<file path="config.mk">
export PLATFORM = sky130hd
export DESIGN_NAME = refresh_sequencer
export DESIGN_NICKNAME = d
export VERILOG_FILES = /design/src/rtl/rfs_pkg.sv /design/src/rtl/rfs_cfg_init.sv /design/src/rtl/rfs_interval_timer.sv /design/src/rtl/rfs_engine.sv /design/src/rtl/refresh_sequencer.sv
export SDC_FILE = /design/constraint.sdc
export NUM_CORES = 1
export LEC_CHECK = 0
export ABC_AREA = 1
export BUFFER_PORTS_ARGS = -buffer_cell sky130_fd_sc_hd__buf_2
export CORE_ASPECT_RATIO = 0.6
export CORE_UTILIZATION = 51
export DETAILED_ROUTE_END_ITERATION = 16
export HOLD_SLACK_MARGIN = 0.02
export PLACE_DENSITY = 0.85
export SLEW_MARGIN = 20
export SYNTH_ARGS = -nofsm -noshare
export SYNTH_HDL_FRONTEND = slang
export SYNTH_SLANG_ARGS = --single-unit
export TNS_END_PERCENT = 30
</file>
<file path="constraint.sdc">
create_clock -name clk -period 1.5 [get_ports clk]
set_input_delay 0.15 -clock clk [delete_from_list [all_inputs] [get_ports clk]]
set_output_delay 0.15 -clock clk [all_outputs]
set_load 0.02 [all_outputs]
</file>
<file path="src/rtl/rfs_pkg.sv">
package rfs_pkg;

    typedef enum logic [1:0] {
        RT_CONV  = 2'd0,
        RT_STAG  = 2'd1,
        RT_SCRUB = 2'd2
    } ref_type_e;

    typedef enum logic [1:0] {
        ES_IDLE = 2'd0,
        ES_ACT  = 2'd1,
        ES_PRE  = 2'd2
    } eng_state_e;

    function automatic ref_type_e decode_type(input logic [1:0] code);
        case (code)
            2'd1:    return RT_STAG;
            2'd2:    return RT_SCRUB;
            default: return RT_CONV;
        endcase
    endfunction

endpackage

</file>
<file path="src/rtl/rfs_cfg_init.sv">
module rfs_cfg_init
    import rfs_pkg::*;
#(
    parameter int NB          = 4,
    parameter int INIT_CYCLES = 200
) (
    input  logic          clk,
    input  logic          rst_n,
    input  logic          cfg_wr,
    input  logic          auto_en_i,
    input  logic          burst_en_i,
    input  logic          hs_en_i,
    input  logic [1:0]    type_i,
    input  logic [NB-1:0] mask_i,
    output logic          configured,
    output logic          init_active,
    output logic          auto_en,
    output logic          burst_en,
    output logic          hs_en,
    output ref_type_e     typ,
    output logic [NB-1:0] mask
);
    localparam int INIT_W = $clog2(INIT_CYCLES + 1);

    typedef struct packed {
        logic              configured;
        logic [INIT_W-1:0] init_cnt;
        logic              auto_en;
        logic              burst_en;
        logic              hs_en;
        ref_type_e         typ;
        logic [NB-1:0]     mask;
    } cfg_state_t;

    cfg_state_t cfg_d, cfg_q;

    always_comb begin
        cfg_d = cfg_q;
        if (cfg_q.init_cnt != '0) begin
            cfg_d.init_cnt = cfg_q.init_cnt - INIT_W'(1);
        end
        if (cfg_wr) begin
            cfg_d.auto_en  = auto_en_i;
            cfg_d.burst_en = burst_en_i;
            cfg_d.hs_en    = hs_en_i;
            cfg_d.typ      = decode_type(type_i);
            cfg_d.mask     = mask_i;
            if (!cfg_q.configured) begin
                cfg_d.configured = 1'b1;
                cfg_d.init_cnt   = INIT_W'(INIT_CYCLES);
            end
        end
    end

    always_ff @(posedge clk) begin
        if (!rst_n) cfg_q <= '0;
        else        cfg_q <= cfg_d;
    end

    assign configured  = cfg_q.configured;
    assign init_active = (cfg_q.init_cnt != '0);
    assign auto_en     = cfg_q.auto_en;
    assign burst_en    = cfg_q.burst_en;
    assign hs_en       = cfg_q.hs_en;
    assign typ         = cfg_q.typ;
    assign mask        = cfg_q.mask;

    // the first configuration opens the warm-up window on the next cycle
    p_init_opens_r2: assert property (@(posedge clk) disable iff (!rst_n)
        (cfg_wr && !cfg_q.configured) |=> init_active);

    // once configured and out of the window, the window never returns
    p_init_once_r3: assert property (@(posedge clk) disable iff (!rst_n)
        (cfg_q.configured && !init_active) |=> !init_active);

endmodule

</file>
<file path="src/rtl/rfs_interval_timer.sv">
module rfs_interval_timer #(
    parameter int REF_INTERVAL = 40
) (
    input  logic clk,
    input  logic rst_n,
    input  logic enable,
    input  logic start_taken,
    output logic pending
);
    localparam int TW = $clog2(REF_INTERVAL);

    typedef struct packed {
        logic [TW-1:0] cnt;
        logic          pend;
    } tmr_state_t;

    tmr_state_t tmr_d, tmr_q;
    logic       tick;

    assign tick = enable && (tmr_q.cnt == TW'(REF_INTERVAL - 1));

    always_comb begin
        tmr_d = tmr_q;
        if (!enable) begin
            tmr_d.cnt  = '0;
            tmr_d.pend = 1'b0;
        end else begin
            tmr_d.cnt  = tick ? '0 : tmr_q.cnt + TW'(1);
            tmr_d.pend = (tmr_q.pend && !start_taken) || tick;
        end
    end

    always_ff @(posedge clk) begin
        if (!rst_n) tmr_q <= '0;
        else        tmr_q <= tmr_d;
    end

    assign pending = tmr_q.pend;

    // timer ticks are never on adjacent cycles
    p_tick_gap_r4: assert property (@(posedge clk) disable iff (!rst_n)
        tick |=> !tick);

    // a taken request without a new tick clears the pending flag
    p_pend_clear_r4: assert property (@(posedge clk) disable iff (!rst_n)
        (pending && start_taken && !tick) |=> !pending);

endmodule

</file>
<file path="src/rtl/rfs_engine.sv">
module rfs_engine
    import rfs_pkg::*;
#(
    parameter int NB      = 4,
    parameter int ROW_W   = 8,
    parameter int RAS_CYC = 3,
    parameter int PRE_CYC = 2
) (
    input  logic             clk,
    input  logic             rst_n,
    input  logic             start_req,
    input  ref_type_e        cfg_typ,
    input  logic [NB-1:0]    cfg_mask,
    input  logic             hs_req_en,
    output logic [NB-1:0]    ras,
    output logic             busy,
    output logic             scrub_rd,
    output logic             scrub_wr,
    output logic             hs_ack,
    output logic [ROW_W-1:0] row,
    output logic             start
);
    localparam int STAG_LEN  = RAS_CYC + NB - 1;
    localparam int SCRUB_LEN = 2 * RAS_CYC;
    localparam int ACT_MAX   = (STAG_LEN > SCRUB_LEN) ? STAG_LEN : SCRUB_LEN;
    localparam int CNT_MAX   = (ACT_MAX > PRE_CYC) ? ACT_MAX : PRE_CYC;
    localparam int CNT_W     = $clog2(CNT_MAX + NB + RAS_CYC + 1);

    typedef struct packed {
        eng_state_e       state;
        logic [CNT_W-1:0] cnt;
        ref_type_e        typ;
        logic [NB-1:0]    mask;
        logic             ack;
        logic [ROW_W-1:0] row;
    } eng_t;

    eng_t eng_d, eng_q;

    function automatic logic [CNT_W-1:0] act_last(input ref_type_e t);
        case (t)
            RT_STAG:  return CNT_W'(STAG_LEN - 1);
            RT_SCRUB: return CNT_W'(SCRUB_LEN - 1);
            default:  return CNT_W'(RAS_CYC - 1);
        endcase
    endfunction

    always_comb begin
        eng_d = eng_q;
        start = 1'b0;
        case (eng_q.state)
            ES_IDLE: begin
                if (start_req) begin
                    start       = 1'b1;
                    eng_d.state = ES_ACT;
                    eng_d.cnt   = '0;
                    eng_d.typ   = cfg_typ;
                    eng_d.mask  = cfg_mask;
                    eng_d.ack   = hs_req_en;
                end
            end
            ES_ACT: begin
                if (eng_q.cnt == act_last(eng_q.typ)) begin
                    eng_d.state = ES_PRE;
                    eng_d.cnt   = '0;
                end else begin
                    eng_d.cnt = eng_q.cnt + CNT_W'(1);
                end
            end
            ES_PRE: begin
                if (eng_q.cnt == CNT_W'(PRE_CYC - 1)) begin
                    eng_d.state = ES_IDLE;
                    eng_d.cnt   = '0;
                    eng_d.ack   = 1'b0;
                    eng_d.row   = eng_q.row + ROW_W'(1);
                end else begin
                    eng_d.cnt = eng_q.cnt + CNT_W'(1);
                end
            end
            default: eng_d.state = ES_IDLE;
        endcase
    end

    always_ff @(posedge clk) begin
        if (!rst_n) eng_q <= '0;
        else        eng_q <= eng_d;
    end

    logic active;
    assign active = (eng_q.state == ES_ACT);

    for (genvar b = 0; b < NB; b++) begin : g_bank
        localparam logic [CNT_W-1:0] WIN_LO = CNT_W'(b);
        localparam logic [CNT_W-1:0] WIN_HI = CNT_W'(b + RAS_CYC);
        logic win;
        if (b == 0) begin : g_first
            assign win = (eng_q.cnt < WIN_HI);
        end else begin : g_rest
            assign win = (eng_q.cnt >= WIN_LO) && (eng_q.cnt < WIN_HI);
        end
        assign ras[b] = active && eng_q.mask[b] && ((eng_q.typ != RT_STAG) || win);
    end

    assign busy     = (eng_q.state != ES_IDLE);
    assign scrub_rd = active && (eng_q.typ == RT_SCRUB) && (eng_q.cnt <  CNT_W'(RAS_CYC));
    assign scrub_wr = active && (eng_q.typ == RT_SCRUB) && (eng_q.cnt >= CNT_W'(RAS_CYC));
    assign hs_ack   = eng_q.ack;
    assign row      = eng_q.row;

    // read and write-back phases never overlap
    p_scrub_excl_r9: assert property (@(posedge clk) disable iff (!rst_n)
        !(scrub_rd && scrub_wr));

    // the end of the read phase is followed directly by the write-back
    p_scrub_order_r9: assert property (@(posedge clk) disable iff (!rst_n)
        $fell(scrub_rd) |-> scrub_wr);

    // the row advances by exactly one when a refresh finishes
    p_row_step_r10: assert property (@(posedge clk) disable iff (!rst_n)
        $fell(busy) |-> (row == $past(row) + ROW_W'(1)));

    // the acknowledge lives only inside a refresh
    p_ack_in_busy_r6: assert property (@(posedge clk) disable iff (!rst_n)
        hs_ack |-> busy);

endmodule

</file>
<file path="src/rtl/refresh_sequencer.sv">
module refresh_sequencer
    import rfs_pkg::*;
#(
    parameter int NUM_BANKS    = 4,
    parameter int ROW_W        = 8,
    parameter int REF_INTERVAL = 40,
    parameter int INIT_CYCLES  = 200,
    parameter int RAS_CYC      = 3,
    parameter int PRE_CYC      = 2
) (
    input  logic                 clk,
    input  logic                 rst_n,
    input  logic                 cfg_wr,
    input  logic                 cfg_auto_en,
    input  logic                 cfg_burst_en,
    input  logic                 cfg_hs_en,
    input  logic [1:0]           cfg_type,
    input  logic [NUM_BANKS-1:0] cfg_bank_en,
    input  logic                 burst_req,
    input  logic                 hs_req,
    output logic [NUM_BANKS-1:0] ras,
    output logic [ROW_W-1:0]     ref_row,
    output logic                 busy,
    output logic                 hs_ack,
    output logic                 scrub_rd,
    output logic                 scrub_wr,
    output logic                 init_active,
    output logic                 access_ok
);
    logic                 configured;
    logic                 auto_en, burst_en, hs_en;
    ref_type_e            typ;
    logic [NUM_BANKS-1:0] mask;
    logic                 pending;
    logic                 start;
    logic                 hs_req_en;
    logic                 start_req;

    rfs_cfg_init #(
        .NB          (NUM_BANKS),
        .INIT_CYCLES (INIT_CYCLES)
    ) u_cfg (
        .clk         (clk),
        .rst_n       (rst_n),
        .cfg_wr      (cfg_wr),
        .auto_en_i   (cfg_auto_en),
        .burst_en_i  (cfg_burst_en),
        .hs_en_i     (cfg_hs_en),
        .type_i      (cfg_type),
        .mask_i      (cfg_bank_en),
        .configured  (configured),
        .init_active (init_active),
        .auto_en     (auto_en),
        .burst_en    (burst_en),
        .hs_en       (hs_en),
        .typ         (typ),
        .mask        (mask)
    );

    rfs_interval_timer #(
        .REF_INTERVAL (REF_INTERVAL)
    ) u_tmr (
        .clk         (clk),
        .rst_n       (rst_n),
        .enable      (configured && auto_en),
        .start_taken (start),
        .pending     (pending)
    );

    assign hs_req_en = hs_en && hs_req;
    assign start_req = configured &&
                       (init_active || pending || (burst_en && burst_req) || hs_req_en);

    rfs_engine #(
        .NB      (NUM_BANKS),
        .ROW_W   (ROW_W),
        .RAS_CYC (RAS_CYC),
        .PRE_CYC (PRE_CYC)
    ) u_eng (
        .clk       (clk),
        .rst_n     (rst_n),
        .start_req (start_req),
        .cfg_typ   (typ),
        .cfg_mask  (mask),
        .hs_req_en (hs_req_en),
        .ras       (ras),
        .busy      (busy),
        .scrub_rd  (scrub_rd),
        .scrub_wr  (scrub_wr),
        .hs_ack    (hs_ack),
        .row       (ref_row),
        .start     (start)
    );

    assign access_ok = configured && !init_active;

    // nothing refreshes before the first configuration write
    p_idle_unconf_r12: assert property (@(posedge clk) disable iff (!rst_n)
        !configured |-> !busy);

    // no strobe outside a refresh
    p_ras_in_busy_r11: assert property (@(posedge clk) disable iff (!rst_n)
        (|ras) |-> busy);

    // accesses are refused throughout the warm-up window
    p_no_access_init_r2: assert property (@(posedge clk) disable iff (!rst_n)
        init_active |-> !access_ok);

endmodule

</file>
==> reports/summary.txt <==
Post-synth top flop - dfxtp_1
Reg2reg end - u_eng.eng_q[16]
Max Slew Vio Count - 0
Max clock buf depth - 2
Worst reg2reg setup slack - -90 ps
Max-Cap Viols - 0
Status - complete, but fails checks
Most common cell after layout, fill and taps aside - nor2_1
Crit path kind - flop to output pin
Die footprint - 4986 µm²
Setup ws final - -150.8 ps
Worst path max stage delay - 370 ps
F_max - 605.8 MHz
Pre-CTS setup slack - -99.14 ps
Power Density - 1470 nW/µm²
Critical Path AT - 1500 ps
I/O pin cnt - 32
Number of synthesis warnings - 0
Final #Nets - 403
Core Footprint - 4302 µm²
Worst slew pin tran - 308.2 ps
Syn_area_per_cell - 7.327 µm²
DRT iter0 DRCs - 173
Die Y - 55.10 µm
RSZ-0062 raised after global routing - true
Endpoints failing setup - 10
Clock Root Buffer - clkbuf_8
Port Buffers - 31
Clock tree sinks - 46
Clock Skew - 4.898 ps
Synth-to-Final Area Change - 27.68%
Initial core utilization - 55.70%
Crit path cell chain - inv_4 -> buf_6 -> ha_4 -> nand3_2 -> a311oi_1 -> buf_2
Hpwl dp - 3.801 mm
Post-synth ARST share - 0%
Cell count after synthesis - 327
Pre-Repair DR Iteration Count - 5
Sequential area share after synthesis - 38.43%
Fin. Hold Viols - 0
Crit Path Max Fanout - 4
Horiz. Die Dim - 90.49 µm
Total Routing Usage GR - 23.97%
Gpl congestion - 0.8516
Final antenna-violating net count - 0
Max rail drop VDD - 1.171 mV
Critical-path top delay cell - dfxtp_4
Final Hold Slack - 76.08 ps
Layout cell share with drive strength beyond 1 - 32.89%
CTS Buf Count - 5
Crit share post-route - 110.1%
Worst endpoint required time - 1350 ps
Vias per cell - 5.220
Clock slew at reported path FFs - 80 ps
Leak - 1.369 nW
Initial antenna violation count - 0
Origin of the critical flop-to-flop path - u_eng.eng_q[19]
Syn Nets - 354
EDFF count, synth - 0
H-tree levels - 2
Antenna diodes - 0
Max-slew headroom at the worst pin - 79.43%
Hold Crit Class - input pin to flop
Register bit total from synthesis - 46
Distinct cells, synth - 31
WHS Endpoint - u_cfg.mask[1]
Vias in the first global route - 2005
CTS tree - done
Vias - 2281
HP Start - cfg_bank_en[1]
Leading cell types in the layout, fill and taps excluded - nor2_1 (48), inv_1 (36), nand2_1 (36), dfxtp_1 (36), a21oi_1 (29)
Final WL - 5.822 mm
Mapped cell area - 2396 µm²
First-pass GRT wire length - 9.025 mm
Hold path depth - 3
WL/cell - 13.32 µm
Hold buffers post-CTS - 0
Clock period minus worst slack - 1651 ps
Worst reg2reg path depth - 8
Total global routing overflow - 0
Row Count - 18
CP endpoint kind - output pin
Setup crit start kind - flop
Largest net degree at the start of global routing - 22
Failing checks - negative setup slack
Clock Latency Late Sink - 300 ps
# DRC - 0
==> layer usage <==
metal  share of wire (%)  GRT usage, %  vias to the layer above
li1                    -             -                     1137
met4                 1.3         8.065                        0
met1                  46         31.58                     1038
met3                 7.4         4.508                       11
met5                   0             0                        -
met2                  45         40.78                       95
==> synth_stat cells, types with 2 or more instances <==
library cell	instances	share of area [%]
a211oi_1	2	0.63
a21oi_1	30	6.3
buf_4	8	2.5
clkbuf_1	3	0.47
dfxtp_1	46	38
ha_1	13	6.8
inv_1	46	7.2
inv_2	2	0.31
nand2_1	45	7.0
nand2_2	3	0.78
nand2_4	3	1.4
nand3_1	15	3.1
nand4_1	3	0.78
nor2_1	49	7.7
nor2_2	3	0.78
nor2_8	2	1.7
nor3_1	12	2.5
o21ai_0	25	5.2
xnor2_1	4	1.5
xor2_1	2	0.73
==> power breakdown <==
group          internal (W)  switching [W]
combinational      0.000837        0.00115
sequential          0.00143       0.000170
clock              0.000499       0.000413
==> state kept, by name, indices dropped and copies added, names as in the netlist, 2 cells and up <==
register,count
u_eng.eng_q,12
u_tmr.tmr_q,6
u_cfg.typ,2
u_cfg.cfg_q,8
u_eng.row,8
u_cfg.mask,4
==> final cells by class <==
| cell class | instances | area (µm²) |
|---|---|---|
| Clock buffer | 7 | 76.32 |
| Clock inverter | 1 | 30.03 |
| Fill cell | 320 | 1242 |
| Inverter | 48 | 187.7 |
| Multi-Input combinational cell | 220 | 1380 |
| Sequential cell | 46 | 940.9 |
| Tap cell | 60 | 75.07 |
| Timing Repair Buffer | 55 | 369.1 |
==> logic make-up after synthesis <==
kind of cell	count (synthesis)	synth area share [%]
xor gates and xnor gates	6	2.193
DFF	46	38.43
buffers and inverters	61	11.18
adders and majority gates	13	6.789
AOI/OAI and AO/OA	61	13.47
and+or+nand+nor	140	27.94
==> stage by stage <==
step | setup TNS, ps | total power, W | area (µm²) | instances | utilization [%]
final | -718.6 | 0.004497 | 3059 | 437 | 71.12
after global routing | -1801 | 0.004799 | 3059 | 437 | 71.12
after CTS | -539.5 | 0.004279 | 2955 | 435 | 68.70
after detailed placement | -194.4 | 0.003099 | 2649 | 419 | 61.58
after global placement | -63.13 | 0.003048 | 2649 | 419 | 61.58
after floorplan | -1.715 | 0.002653 | 2401 | 327 | -
==> worst max-delay path by stage <==
stage / endpoint / from / slack [ps] / depth (start not counted)
2_1_floorplan: access_ok / u_cfg.cfg_q[9] / -2 / 6
3_3_place_gp: u_eng.eng_q[19] / u_cfg.cfg_q[9] / -60 / 8
3_5_place_dp: u_eng.eng_q[19] / u_eng.eng_q[13] / -100 / 10
4_1_cts: ras[2] / u_eng.eng_q[16] / -150 / 6
5_1_grt: ras[3] / u_eng.eng_q[15] / -210 / 6
6_report: ras[2] / u_eng.eng_q[16] / -150 / 6
==> repair_timing <==
action | 4_1_cts | 5_1_grt
setup buffers | 8 | 2
endpoints found under the setup margin | 17 | 22
resized for setup | 43 | 29
hold endpoints to repair | 0 | 0
pin swaps | 9 | 19
==> critical path: cells and delay by family, from the launching register on <==
family / cells / cell delay [ps]
adder cells (fa/ha/maj): 1 / 140
flip-flops: 1 / 370
AO/OA/AOI/OAI: 1 / 240
buffers and inverters: 3 / 380
AND/OR/NAND/NOR: 1 / 70
(Power assumes the default switching activity.)
